**src/rtl/pixclk_div.sv**
```systemverilog
module pixclk_div (
  input  logic        clk,
  input  logic        rst,
  input  logic        src0_en,
  input  logic        src1_en,
  input  logic        wr_en,
  input  logic [31:0] wr_data,
  output logic [31:0] rd_data,
  output logic        pix_clk,
  output logic        pix_tick
);
  localparam int LO_W    = 5;
  localparam int HI_W    = 5;
  localparam int CODE_W  = LO_W + HI_W;
  localparam int CNT_W   = CODE_W + 1;
  localparam int HI_LSB  = 32 - HI_W;
  localparam int SEL_BIT = 5;
  localparam int INV_BIT = 13;
  localparam int BYP_BIT = 26;

  logic [31:0]       cfg;
  logic [CODE_W-1:0] act_code;
  logic              act_byp, act_sel, act_inv;
  logic [CNT_W-1:0]  cnt;

  wire              se    = act_sel ? src1_en : src0_en;
  wire [CNT_W-1:0]  ratio = {1'b0, act_code} + CNT_W'(2);
  wire [CNT_W-1:0]  half  = ratio >> 1;
  wire              wrap  = act_byp || (cnt == ratio - CNT_W'(1));
  wire              pix_raw = act_byp ? se : (cnt < half);

  assign rd_data  = cfg;
  assign pix_clk  = pix_raw ^ act_inv;
  assign pix_tick = act_byp | (cnt == '0);

  always_ff @(posedge clk) begin
    if (rst)        cfg <= '0;
    else if (wr_en) cfg <= wr_data;
  end

  always_ff @(posedge clk) begin
    if (rst) begin
      cnt      <= '0;
      act_code <= '0;
      act_byp  <= 1'b0;
      act_sel  <= 1'b0;
      act_inv  <= 1'b0;
    end else if (se) begin
      if (wrap) begin
        cnt      <= '0;
        act_code <= {cfg[31:HI_LSB], cfg[LO_W-1:0]};
        act_byp  <= cfg[BYP_BIT];
        act_sel  <= cfg[SEL_BIT];
        act_inv  <= cfg[INV_BIT];
      end else begin
        cnt <= cnt + CNT_W'(1);
      end
    end
  end
endmodule

```
**config.mk**
```make
export PLATFORM = sky130hd
export DESIGN_NAME = pixclk_div
export DESIGN_NICKNAME = d
export VERILOG_FILES = /design/src/rtl/pixclk_div.sv
export SDC_FILE = /design/constraint.sdc
export NUM_CORES = 1
export LEC_CHECK = 0
export BUFFER_PORTS_ARGS = -buffer_cell sky130_fd_sc_hd__buf_2
export CORE_MARGIN = 4
export CORE_UTILIZATION = 55
export DETAILED_ROUTE_END_ITERATION = 8
export PLACE_DENSITY = 0.83
export SYNTH_ARGS = -nofsm -noshare
export SYNTH_HDL_FRONTEND = slang
export SYNTH_SLANG_ARGS = --single-unit
```
**constraint.sdc**
```tcl
create_clock -name clk -period 4.2 [get_ports clk]
set_input_delay 1.26 -clock clk [delete_from_list [all_inputs] [get_ports clk]]
set_output_delay 1.26 -clock clk [all_outputs]
set_load 0.005 [all_outputs]
```
==> run_results.csv <==
group,metric,value,unit
route,viasPerCell,5.66,
logic_synthesis,synth_top_family_by_area,"simple AND/OR/NAND/NOR gates",
logic_synthesis,synth_edf_count,0,
logic_synthesis,yosysMostFrequentCell,"dfxtp_1",
critical_path,critPathRequiredTime,2.94,ns
timing,fmax,0.235,GHz
timing,finalHoldViolCount,0,
timing,min_period,4.26,ns
critical_path,cp_max_fo,4,
logic_synthesis,ys_types,65,
run,cap_viol_max_count,0,
route,wl,8.29,mm
grt,grt_pass1_wl,13.3,mm
power_and_ir_drop,p_total,1.13,mW
power_and_ir_drop,power_frac_comb,0.203,
logic_synthesis,synth-seq-cells,56,
logic_synthesis,muxShareOfSynthArea,0.142,
worst_hold_path,hp-start,"rd_data[0]",
logic_synthesis,syn_nets,406,
route,drc,0,
route,vias,2862,
power_and_ir_drop,power.density,275,nW/µm²
clocking,root_buffer,"clkbuf_8",
critical_path,cpPeakStageDelay,0.38,ns
critical_path,start_kind,"flip-flop",
floorplanning,die_w,86.8,µm
place,place.port_buffers,70,
floorplanning,start_util,0.571,
grt,grt_overflow,0,
run_status,status,"finished, violations left",
logic_synthesis,synth-compound-area-share,0.0970,
logic_synthesis,synthSimpleGateAreaFrac,0.241,
logic_synthesis,postSynthAreaPerCell,9.60,µm²
timing,finalCritPeriodShare,1.01,
critical_path,arrival,3.00,ns
critical_path,crit_path_end_kind,"output pin",
clocking,cts.sinks,56,
timing,worst_pin_slew,1.11,ns
floorplanning,core.rowCount,28,
power_and_ir_drop,peakVddDrop,0.274,mV
critical_path,regToRegStartpoint,"act_code[2]",
clocking,htree_levels,2,
logic_synthesis,synth_top_area_share,0.328,
logic_synthesis,synthFlopType,"dfxtp_1",
grt,grt_start_max_net_pins,69,
logic_synthesis,syn_area,3420,µm²
floorplanning,ios,71,
timing,max-slew-margin-rel,0.259,
floorplanning,fp.dieH,86.8,µm
clocking,clock_path_buffers,2,
power_and_ir_drop,switchingPower,335,µW
place,place_congestion,0.853,
place,dp_slack,-0.00986,ns
finish,fin_nets,480,
logic_synthesis,synth_warnings,0,
logic_synthesis,synth_top_area_cell,"dfxtp_1",
logic_synthesis,synthTopCellsByCount,"dfxtp_1 (56), mux2i_1 (46), nor2_1 (41)",
run_status,violations,"setup timing",
route,drtPass1Iterations,4,
timing,skew,0.00773,ns
power_and_ir_drop,intPower,794,µW
floorplanning,core-area,5990,µm²
clocking,cts.clk_slew.worst_paths,0.10,ns
route,wl_per_cell,16.4,µm
worst_hold_path,worstHoldPathType,"flip-flop to flip-flop",
timing,drv_slew,0,
finish,antenna_cells,0,
power_and_ir_drop,power_leakage,1.74,nW
clocking,cts-buffers-inserted,5,
clocking,clock_latency,0.33,ns
grt,grt_pass1_vias,2873,
critical_path,path_class,"flip-flop to output pin",
critical_path,critPathSlowestCell,"dfxtp_2",
logic_synthesis,netlist_instances,356,
route,drt_iter0_markers,242,
clocking,cts_tree,"yes",
power_and_ir_drop,pwr-share-seq,0.512,
route,ant_nets,0,
power_and_ir_drop,switching_share,0.297,
logic_synthesis,synthAdderAreaFrac,0.0476,
logic_synthesis,synth-xor-area-share,0.0937,
grt,grt_usage,0.218,
timing,rsz0062_at_grt,"true",
timing,worst_slack,-0.0558,ns
timing,setup-violations-final,1,
grt,antenna_found_initial,0,
critical_path,crit_start,"act_code[2]",
floorplanning,die_area,7540,µm²
critical_path,path_cells,"buf_6 > nand4_1 > or3_4 > and2_4 > ha_2 > a21o_1 > a2111oi_4 > a21oi_2 > a2111oi_2 > nor3_1 > xnor2_1 > buf_2",
finish,final_layout_size_suffix_gt1_frac,0.313,
finish,final.fill_count,428,
finish,area_growth_syn_to_layout,20.2,%
place,dp_hpwl,5.64,mm
logic_synthesis,synth_top_cells_by_area,"dfxtp_1 (33%), mux2i_1 (13%), ha_1 (4.8%), nand2b_1 (4.6%), nor2_1 (4.5%)",
power_and_ir_drop,clkPwrFrac,0.285,
logic_synthesis,yosysSeqAreaShare,0.328,
logic_synthesis,async_flop_share,0,
[cells by family (layout without fill, tap and decap cells)]
family | after synthesis | count (layout)
and+or+nand+nor | 138 | 138
muxes | 48 | 48
adders and majority gates | 13 | 13
buffers and inverters | 31 | 106
xor gates and xnor gates | 28 | 28
AOI/OAI and AO/OA | 42 | 42
DFF | 56 | 56
[registers in the layout, summed over array words and instances (netlist names)]
signal and count:
act_inv 1, act_code 10, cnt 11, rd_data 32, act_sel 1, act_byp 1
[stage by stage]
stage                     hold slack [ns]  cell area, µm²   TNS, ns  instances  utilization
final                               0.494            4110   -0.0558        506        0.686
after global routing                0.529            4110    -0.183        506        0.686
after CTS                           0.501            3980         0        498        0.665
after detailed placement            0.476            3780  -0.00986        486        0.632
after global placement              0.468            3780         0        486        0.632
after floorplan                     0.461            3420         0        356            -
[cells in the final DEF, fill, tap and decap left out, types with 7 or more instances in the layout]
| cell type | netlist | routed |
|---|---|---|
| ha_1 | 13 | 8 |
| nand2_1 | 11 | 11 |
| nor3_2 | 7 | 7 |
| xor2_1 | 7 | 7 |
| dfxtp_1 | 56 | 53 |
| xnor2_1 | 16 | 16 |
| mux2i_1 | 46 | 46 |
| buf_2 | 2 | 70 |
| nor3_1 | 8 | 7 |
| buf_4 | 6 | 17 |
| nand2b_1 | 25 | 25 |
| nor2_1 | 41 | 40 |
[metal layers]
metal | vias up | wire length [µm] | track usage
met2 | 118 | 4110 | 0.371
met4 | 0 | 110 | 0.0708
met5 | - | 0 | 0
met3 | 11 | 647 | 0.0646
met1 | 1324 | 3420 | 0.261
li1 | 1409 | - | -
[layout make-up]
class / instances / area, µm² / share of cell area
well taps: 75 / 93.8 / 0.0228
inverters: 7 / 28.8 / 0.00700
clock inverters: 3 / 26.3 / 0.00639
multi-input cells: 269 / 2230 / 0.543
flip-flops and latches: 56 / 1130 / 0.274
repair buffers: 91 / 532 / 0.129
clock buffers: 5 / 68.8 / 0.0167
[timing repair]
action / 4_1_cts / 5_1_grt
setup endpoints to repair: 1 / 1
buffers inserted: 4 / 8
hold buffers: 0 / 0
pin swaps: 7 / 12
resized for setup: 19 / 8
[power groups by stage]
stage / sequential [mW] / clock [mW] / combinational [mW]
floorplan: 0.586 / 0 / 0.151
global placement: 0.587 / 0 / 0.206
detailed placement: 0.588 / 0 / 0.213
CTS: 0.577 / 0.325 / 0.222
global route: 0.582 / 0.349 / 0.250
finish: 0.578 / 0.321 / 0.230
[final timing paths]
path              depth (start not counted)  slack [ns]     endpoint
hold / removal                            2        0.49  act_code[0]
hold reg to reg                           2        0.49  act_code[0]
setup / recovery                         12       -0.06      pix_clk
setup reg to reg                         13        0.75      act_sel
[critical path, delay by kind of cell (launching register included)]
kind | cells | cell delay (ns)
AND/OR/NAND/NOR | 4 | 0.83
buffers and inverters | 2 | 0.27
AO/OA/AOI/OAI | 4 | 0.89
XOR/XNOR | 1 | 0.14
flip-flops | 1 | 0.38
adder cells (fa/ha/maj) | 1 | 0.17
Note: power is estimated with default switching activity, not from simulation.
